===== config.mk =====
export PLATFORM = sky130hd
export DESIGN_NAME = disk_idle_pwr_timer
export DESIGN_NICKNAME = d
export VERILOG_FILES = /design/src/rtl/dipt_pkg.sv /design/src/rtl/dipt_addr_match.sv /design/src/rtl/dipt_limit_sel.sv /design/src/rtl/dipt_tick_cnt.sv /design/src/rtl/disk_idle_pwr_timer.sv
export SDC_FILE = /design/constraint.sdc
export NUM_CORES = 1
export LEC_CHECK = 0
export BUFFER_PORTS_ARGS = -buffer_cell sky130_fd_sc_hd__buf_2
export CAP_MARGIN = 15
export CORE_ASPECT_RATIO = 0.6
export CORE_MARGIN = 4
export CORE_UTILIZATION = 46
export CTS_CLUSTER_DIAMETER = 60
export DETAILED_ROUTE_END_ITERATION = 10
export GPL_ROUTABILITY_DRIVEN = 0
export GPL_TIMING_DRIVEN = 0
export PLACE_DENSITY_LB_ADDON = 0.05
export SETUP_SLACK_MARGIN = 0.02
export SYNTH_ARGS = -nofsm -noshare
export SYNTH_HDL_FRONTEND = slang
export SYNTH_SLANG_ARGS = --single-unit

===== constraint.sdc =====
create_clock -name clk -period 11.9 [get_ports clk]
set_clock_uncertainty 0.15 [all_clocks]
set_input_delay 1.785 -clock clk [delete_from_list [all_inputs] [get_ports clk]]
set_output_delay 1.785 -clock clk [all_outputs]
set_load 0.02 [all_outputs]

===== src/rtl/dipt_pkg.sv =====
package dipt_pkg;

    typedef enum logic [1:0] {
        PH_ACTIVE  = 2'd0,
        PH_STANDBY = 2'd1,
        PH_OFF     = 2'd2
    } phase_e;

    localparam int unsigned LONGEST_SECS = 1800;
    localparam int unsigned BATT_MAX_SECS = 300;

    // First-phase idle period in seconds for a select code
    function automatic int unsigned idle_secs(input logic [3:0] sel, input logic ac);
        int unsigned s;
        if (sel <= 4'd8)
            s = 10 * (int'(sel) + 1);
        else if (sel <= 4'd12)
            s = 60 * (int'(sel) - 7);
        else if (sel == 4'd13 && ac)
            s = LONGEST_SECS;
        else
            s = BATT_MAX_SECS;
        return s;
    endfunction

endpackage


===== src/rtl/dipt_addr_match.sv =====
module dipt_addr_match #(
    parameter logic [15:0] CMD_BASE = 16'h01F0,
    parameter int unsigned CMD_SPAN_LOG2 = 3,
    parameter logic [15:0] CTL_ADDR = 16'h03F6
) (
    input  logic        clk,
    input  logic        rst_n,
    input  logic        io_strobe,
    input  logic [15:0] io_addr,
    output logic        hit
);

    localparam int unsigned TAG_W = 16 - CMD_SPAN_LOG2;

    logic cmd_hit;
    logic ctl_hit;

    always_comb begin
        cmd_hit = (io_addr[15:CMD_SPAN_LOG2] == CMD_BASE[15:CMD_SPAN_LOG2]);
        ctl_hit = (io_addr == CTL_ADDR);
        hit     = io_strobe && (cmd_hit || ctl_hit);
    end


    strobe_qual_chk: assert property (@(posedge clk) disable iff (!rst_n)
        hit |-> (io_strobe && (io_addr[15:TAG_W-TAG_W+CMD_SPAN_LOG2] != 13'h0000 || io_addr == CTL_ADDR)));

endmodule


===== src/rtl/dipt_limit_sel.sv =====
module dipt_limit_sel
    import dipt_pkg::*;
#(
    parameter int unsigned TICKS_PER_SEC = 1,
    parameter int unsigned CNT_W = 11
) (
    input  logic [3:0]       tmo_sel,
    input  logic             ac_present,
    output logic [CNT_W-1:0] limit
);

    always_comb begin
        limit = CNT_W'(idle_secs(tmo_sel, ac_present) * TICKS_PER_SEC);
    end

endmodule


===== src/rtl/dipt_tick_cnt.sv =====
module dipt_tick_cnt #(
    parameter int unsigned CNT_W = 11
) (
    input  logic             clk,
    input  logic             rst_n,
    input  logic             clr,
    input  logic             inc,
    output logic [CNT_W-1:0] count
);

    logic [CNT_W-1:0] cnt_d, cnt_q;

    always_comb begin
        cnt_d = cnt_q;
        if (clr)
            cnt_d = '0;
        else if (inc)
            cnt_d = cnt_q + 1'b1;
    end

    always_ff @(posedge clk) begin
        if (!rst_n)
            cnt_q <= '0;
        else
            cnt_q <= cnt_d;
    end

    assign count = cnt_q;


    no_wrap_chk: assert property (@(posedge clk) disable iff (!rst_n)
        (inc && !clr) |-> (cnt_q != '1));

endmodule


===== src/rtl/disk_idle_pwr_timer.sv =====
module disk_idle_pwr_timer
    import dipt_pkg::*;
#(
    parameter int unsigned TICKS_PER_SEC = 1,
    parameter int unsigned PH2_SECS = 10
) (
    input  logic        clk,
    input  logic        rst_n,
    input  logic        tick,
    input  logic        io_strobe,
    input  logic [15:0] io_addr,
    input  logic [3:0]  tmo_sel,
    input  logic        ac_present,
    output logic        standby_req,
    output logic        disk_pwr_en,
    output logic        clk_stop_req,
    output logic        wake_req
);

    localparam int unsigned MAX_TICKS = LONGEST_SECS * TICKS_PER_SEC;
    localparam int unsigned CNT_W = $clog2(MAX_TICKS + 1);
    localparam logic [CNT_W:0] PH2_TICKS = (CNT_W+1)'(PH2_SECS * TICKS_PER_SEC);

    typedef struct packed {
        phase_e phase;
        logic   wake;
    } ctl_s;

    ctl_s ctl_d, ctl_q;

    logic             hit;
    logic [CNT_W-1:0] limit;
    logic [CNT_W-1:0] count;
    logic [CNT_W:0]   count_nx;
    logic             cnt_clr;
    logic             cnt_inc;

    dipt_addr_match u_match (
        .clk       (clk),
        .rst_n     (rst_n),
        .io_strobe (io_strobe),
        .io_addr   (io_addr),
        .hit       (hit)
    );

    dipt_limit_sel #(
        .TICKS_PER_SEC (TICKS_PER_SEC),
        .CNT_W         (CNT_W)
    ) u_limit (
        .tmo_sel    (tmo_sel),
        .ac_present (ac_present),
        .limit      (limit)
    );

    dipt_tick_cnt #(
        .CNT_W (CNT_W)
    ) u_cnt (
        .clk   (clk),
        .rst_n (rst_n),
        .clr   (cnt_clr),
        .inc   (cnt_inc),
        .count (count)
    );

    always_comb begin
        ctl_d      = ctl_q;
        ctl_d.wake = 1'b0;
        cnt_clr    = 1'b0;
        cnt_inc    = 1'b0;
        count_nx   = {1'b0, count} + 1'b1;
        if (hit) begin
            // access wins over any tick and restarts phase one
            ctl_d.phase = PH_ACTIVE;
            ctl_d.wake  = (ctl_q.phase == PH_OFF);
            cnt_clr     = 1'b1;
        end else if (tick) begin
            unique case (ctl_q.phase)
                PH_ACTIVE: begin
                    if (count_nx >= {1'b0, limit}) begin
                        ctl_d.phase = PH_STANDBY;
                        cnt_clr     = 1'b1;
                    end else begin
                        cnt_inc = 1'b1;
                    end
                end
                PH_STANDBY: begin
                    if (count_nx >= PH2_TICKS) begin
                        ctl_d.phase = PH_OFF;
                        cnt_clr     = 1'b1;
                    end else begin
                        cnt_inc = 1'b1;
                    end
                end
                default: ;
            endcase
        end
    end

    always_ff @(posedge clk) begin
        if (!rst_n) begin
            ctl_q.phase <= PH_ACTIVE;
            ctl_q.wake  <= 1'b0;
        end else begin
            ctl_q <= ctl_d;
        end
    end

    assign standby_req  = (ctl_q.phase != PH_ACTIVE);
    assign disk_pwr_en  = (ctl_q.phase != PH_OFF);
    assign clk_stop_req = (ctl_q.phase == PH_OFF);
    assign wake_req     = ctl_q.wake;


    clkstop_pwr_chk: assert property (@(posedge clk) disable iff (!rst_n)
        clk_stop_req |-> (!disk_pwr_en && standby_req));


    hit_rearm_chk: assert property (@(posedge clk) disable iff (!rst_n)
        hit |=> (!standby_req && disk_pwr_en));


    wake_single_chk: assert property (@(posedge clk) disable iff (!rst_n)
        wake_req |=> !wake_req);


    wake_from_off_chk: assert property (@(posedge clk) disable iff (!rst_n)
        $rose(wake_req) |-> $past(clk_stop_req));


    off_hold_chk: assert property (@(posedge clk) disable iff (!rst_n)
        (clk_stop_req && !hit) |=> clk_stop_req);


    no_skip_chk: assert property (@(posedge clk) disable iff (!rst_n)
        !standby_req |=> !clk_stop_req);


    ph2_bound_chk: assert property (@(posedge clk) disable iff (!rst_n)
        (ctl_q.phase == PH_STANDBY) |-> ({1'b0, count} < PH2_TICKS));

endmodule


# Word-level counts from Yosys, hierarchy flattened
# Cells that the tools add are included.
[op_classes]
mux = 16
n_bitwise = 1
n_mul = 2
n_eq_ne = 8
order_cmp = 4
n_div = 0
n_reduce_logical = 10
add_sub_neg = 4
shift = 0
[op_table]
columns = ["cell", "n"]
rows = [
  ["11-bit two-way mux", 3],
  ["4-bit by 32-bit multiplier with 10-bit output (first input constant)", 1],
  ["5-bit by 32-bit multiplier with 9-bit output (first input constant)", 1],
  ["16-bit by 10-bit == test with 1-bit output (second input constant)", 1],
  ["13-bit by 6-bit == test with 1-bit output (second input constant)", 1],
  ["11-bit by 1-bit adder with 12-bit output (second input constant)", 1],
  ["12-bit by 11-bit greater-or-equal comparator with 1-bit output", 1],
  ["12-bit by 4-bit greater-or-equal comparator with 1-bit output (second input constant)", 1],
  ["11-bit by 1-bit adder with 11-bit output (second input constant)", 1],
  ["4-bit less-or-equal comparator (second input constant)", 2],
  ["1-bit two-way mux", 8],
  ["2-bit != test (second input constant)", 3],
  ["4-bit by 1-bit adder with 5-bit output (second input constant)", 1],
  ["4-bit by 3-bit subtractor with 5-bit output (second input constant)", 1],
  ["4-bit == test (second input constant)", 1],
  ["2-bit two-way mux", 2],
  ["1-bit case mux with 2 select lines", 2],
  ["2-bit case mux with 2 select lines", 1],
  ["4-bit AND reduction", 1],
  ["2-bit nonzero test", 2],
  ["2-bit OR reduction", 2],
  ["2-bit by 1-bit == test with 1-bit output (second input constant)", 1],
  ["2-bit == test (second input constant)", 1],
  ["1-bit logical AND", 2],
  ["4 further kinds", 4],
]
[word_totals]
mem_count = 0
inputBits = 25
reg_bits = 14
rom_bits = 0
ramBits = 0
elab_cells = 48
output_inout_bits = 4
latch_bits = 0

# Longest topological paths before layout
[logic_depth]
ltp_word = 11
mapped_depth = 23
mapped_depth_nobuf = 22

# Cells and area by module
# From an unflattened synthesis, not the netlist that was laid out.
[hier_totals]
hier_cells = 253
hier_area_um2 = 2062.0
[modules_own_cells]
columns = ["mod", "seq_area_each_um2", "cells_each", "area_per_inst_um2", "n_inst"]
rows = [
  ["dipt_limit_sel", 0.0, 90, 775.7, 1],
  ["disk_idle_pwr_timer", 60.1, 103, 737.0, 1],
  ["dipt_tick_cnt", 220.2, 54, 496.7, 1],
  ["dipt_addr_match", 0.0, 6, 52.6, 1],
]

# Worst setup path before layout
# OpenSTA, ideal clock, no wires.
[synth_timing]
path_type = "input-to-reg"
start = "input port tmo_sel[2]"
end = "register u_cnt.cnt_q[4] (netlist: u_cnt.count[4])"
path_slack_ns = 5.357
stages = 22
arrival_time_ns = 6.322
path_cell_list = "clkbuf_1 > clkbuf_1 > xor2_1 > ha_1 > inv_1 > fa_1 > fa_1 > inv_1 > ha_1 > a21oi_1 > xnor2_1 > a22oi_1 > nor2_1 > a221oi_1 > ha_1 > a21oi_1 > o22ai_1 > o211ai_1 > nand3_1 > clkbuf_1 > a211oi_1 > mux2i_1"
[synth_between]
elab_chain_len = 11
word_cells_on_any_way = 21
cone_classes = "add/sub (2); mul (2); order compare (3); eq/ne (1); mux (11); reduce/logical (2)"
[synth_rtl]
columns = ["element", "line", "text"]
rows = [
  ["start: declaration", "disk_idle_pwr_timer.sv:12", "input logic [3:0] tmo_sel,"],
  ["parallel branches: the longest is 4 deep, another holds 5-bit by 32-bit multiplier with 9-bit output", "n/a", ""],
  ["11-bit two-way mux *", "dipt_pkg.sv:15", "if (sel <= 4'd8)"],
  ["12-bit by 11-bit greater-or-equal comparator with 1-bit output *", "disk_idle_pwr_timer.sv:79", "if (count_nx >= {1'b0, limit}) begin"],
  ["1-bit two-way mux", "disk_idle_pwr_timer.sv:79", ""],
  ["1-bit case mux with 2 select lines", "disk_idle_pwr_timer.sv:77", "unique case (ctl_q.phase)"],
  ["1-bit two-way mux", "disk_idle_pwr_timer.sv:76", "end else if (tick) begin"],
  ["1-bit two-way mux", "disk_idle_pwr_timer.sv:71", "if (hit) begin"],
  ["2-bit OR reduction (no line)", "n/a", ""],
  ["end signal: assignment", "dipt_tick_cnt.sv:25", "cnt_q <= cnt_d;"],
  ["end: declaration", "dipt_tick_cnt.sv:11", "logic [CNT_W-1:0] cnt_d, cnt_q;"],
]
# Every way passes the cells marked *.
# A chain may end at the register's enable or synchronous reset.

# Worst setup path after layout
[layout_timing]
start = "input port tmo_sel[2]"
end = "register u_cnt.cnt_q[6] (netlist: u_cnt.count[6])"
# The elaborated chain is that of the path after synthesis.

==> qor.csv <==
metric;value;unit
tightest_slew;0.724;ns
die-height;62.6;µm
seqPwrFrac;20.5;%
cts_resized;0;
fillers;468;
pwr-share-clk;19.4;%
die_w;99.0;µm
place.detailed.hpwl;5070;µm
fp-row-count;19;
fin_crit_sh;61.4;%
wl_per_cell;16.0;µm
async_flop_share;0;%
crit_fanout;10;
cp.arrival;7.33;ns
cts_tree;done;
numCtsBuffers;3;
synth_nets;345;
num_vias;2290;
synth-seq-area-share;12.3;%
ys_ff_latch;14;
switchingPower;100;µW
p_int;144;µW
grt_pass1_vias;2072;
setup_violations;0;
dr.pass1.iters;6;
slew_headroom;51.3;%
rsz0062_at_grt;no;
p_comb_share;60.0;%
min_period;7.30;ns
fin_setup_tns;0;ns
n_antenna_cell;0;
drc;0;
gr-usage-all-layers;19.8;%
cts.sinks;14;
min_path_type;reg2reg;
maxCapViolCount;0;
synth_cell_types;50;
ir_drop;0.0000684;V
p_leak;1.17;nW
status;finished clean;
antenna_found_initial;0;
start_util;48.8;%
drtAntennaViolNets;0;
gr-usage-met3;5.80;%
grt_overflow_total;0;
synth-edff-count;0;
grt_pass1_wl;10200;µm
clk_latency;0.25;ns
switching_share;41.1;%
worstSetupPathType;in2reg;
cts-root-buf;clkbuf_8;
clk_path_buf_depth;2;
drtIter0Drc;279;
synthFlopType;dfxtp_1;
synthCells;283;
yosys_warnings;0;
hold_buffers;0;
path_clk_slew;0.06;ns
avgSynthCellArea;8.07;µm²
grt_start_max_net_pins;11;
core;4680;µm²
busiest_layer;met1;
hold_viol;0;
syn_to_final_growth;11.8;%
portBuffers;27;
nets;377;
drt_wl_total;6030;µm
postCtsSetupBuffers;0;
cp_data_required_time;11.93;ns
h-tree-depth;1;
drive_gt1_share;14.6;%
start_kind;primary input;
met2_usage;25.8;%
io_pins;29;
p_total;244;µW
maxClockFrequency;137;MHz
power_density;95.6;nW/µm²
use_met1;31.9;%
drv_slew;0;
synth_area;2280;µm²
fp.dieArea;6190;µm²
cp-end-kind;flop;
vias_per_cell;6.07;
## placed cells by master, fill, tap and decap left out, types with 10 or more instances in the layout
cell type  synthesis  layout
a311o_1           10      10
nand2_1           15      15
xor2_1            11      11
nand3_1           11      11
o211ai_1          13      13
a21oi_1           18      18
xnor2_1           14      14
nor2_1            14      14
buf_2              5      32
dfxtp_1           14      14
inv_1             25      25
mux2i_1           12      12
ha_1              31      31
## power groups by stage
stage,Sequential (mW),Combinational (mW),Clock (mW)
finish,0.0501,0.147,0.0474
global route,0.0503,0.165,0.0510
CTS,0.0500,0.146,0.0498
detailed placement,0.0510,0.145,0
global placement,0.0510,0.142,0
floorplan,0.0504,0.114,0
## through the flow
step / worst slack (ns) / cell area [µm²] / instances / hold slack (ns) / util, %
after global routing: 4.19 / 2550 / 377 / 0.428 / 54.5
after floorplan: 5.36 / 2280 / 283 / 0.336 / -
final: 4.60 / 2550 / 377 / 0.403 / 54.5
after CTS: 4.70 / 2550 / 377 / 0.405 / 54.5
after global placement: 4.51 / 2500 / 373 / 0.396 / 53.3
after detailed placement: 4.47 / 2500 / 373 / 0.395 / 53.3
## cell families after synthesis
| kind of cell | after synthesis | synth area share [%] |
|---|---|---|
| multiplexers | 12 | 5.26 |
| buffers and inverters | 43 | 8.05 |
| XOR/XNOR | 25 | 9.59 |
| adder cells (fa/ha/maj) | 38 | 22.7 |
| AO/OA/AOI/OAI | 81 | 26.1 |
| flip-flops | 14 | 12.3 |
| AND/OR/NAND/NOR | 70 | 16.1 |
## per-layer routing
layer,vias up,share of wire [%]
met4,0,0.13
met1,1076,52
met2,101,36
met5,-,0
met3,2,12
li1,1111,-
## synthesized netlist by cell type, types with 2 or more instances
| master | n | area (µm²) |
|---|---|---|
| ha_1 | 31 | 388 |
| a2bb2oi_1 | 2 | 17.5 |
| dfxtp_1 | 14 | 280 |
| a211oi_1 | 4 | 30.0 |
| o211ai_1 | 13 | 97.6 |
| or2_2 | 3 | 18.8 |
| nor2_1 | 14 | 52.6 |
| mux2i_1 | 12 | 120 |
| nand4_1 | 6 | 37.5 |
| a21o_1 | 5 | 37.5 |
| nand2_1 | 15 | 56.3 |
| a21oi_1 | 18 | 90.1 |
| clkbuf_1 | 9 | 33.8 |
| a311o_1 | 10 | 100 |
| a31oi_1 | 3 | 18.8 |
| a221oi_1 | 4 | 35.0 |
| o221ai_1 | 2 | 17.5 |
| nand3_1 | 11 | 55.1 |
| inv_1 | 25 | 93.8 |
| nor4_1 | 3 | 18.8 |
| and3_1 | 4 | 25.0 |
| nand2b_1 | 3 | 18.8 |
| o21bai_1 | 2 | 15.0 |
| xor2_1 | 11 | 96.3 |
| nor3b_1 | 2 | 15.0 |
| fa_1 | 6 | 120 |
| a22oi_1 | 4 | 30.0 |
| buf_6 | 2 | 22.5 |
| xnor2_1 | 14 | 123 |
| a211o_1 | 2 | 17.5 |
| o21ai_0 | 5 | 25.0 |
| or3_1 | 2 | 12.5 |
| buf_2 | 5 | 25.0 |
## registers in the layout (all words and copies together) (netlist names)
register,flops
ctl_q,2
u_cnt.count,11
wake_req,1
## worst paths after layout
kind	cells past startpoint	endpoint	slack, ns	start
setup / recovery	22	u_cnt.count[6]	4.60	tmo_sel[2]
hold / removal	2	u_cnt.count[1]	0.40	u_cnt.count[1]
hold reg to reg	2	u_cnt.count[1]	0.40	u_cnt.count[1]
setup reg to reg	12	u_cnt.count[6]	8.11	u_cnt.count[0]
## worst max-delay path: stages
cell,delay [ns]
clkbuf_1,0.30
clkbuf_1,0.43
xor2_1,0.32
ha_1,0.28
inv_1,0.07
fa_1,0.46
fa_1,0.54
inv_1,0.05
ha_1,0.33
a21oi_1,0.28
xnor2_1,0.15
a22oi_1,0.19
nor2_1,0.06
a221oi_1,0.23
ha_1,0.29
a21oi_1,0.17
o22ai_1,0.10
o211ai_1,0.23
a311o_1,0.32
clkbuf_1,0.43
o211ai_1,0.15
mux2i_1,0.15
## area by class of cell
class,instances,area (µm²),area share (%)
Sequential cell,14,280,11.0
Timing Repair Buffer,27,135,5.29
Buffer,18,90.1,3.53
Tap cell,63,78.8,3.09
Clock buffer,4,55.1,2.16
Multi-Input combinational cell,226,1820,71.3
Inverter,25,93.8,3.68
(Power assumes the default switching activity.)
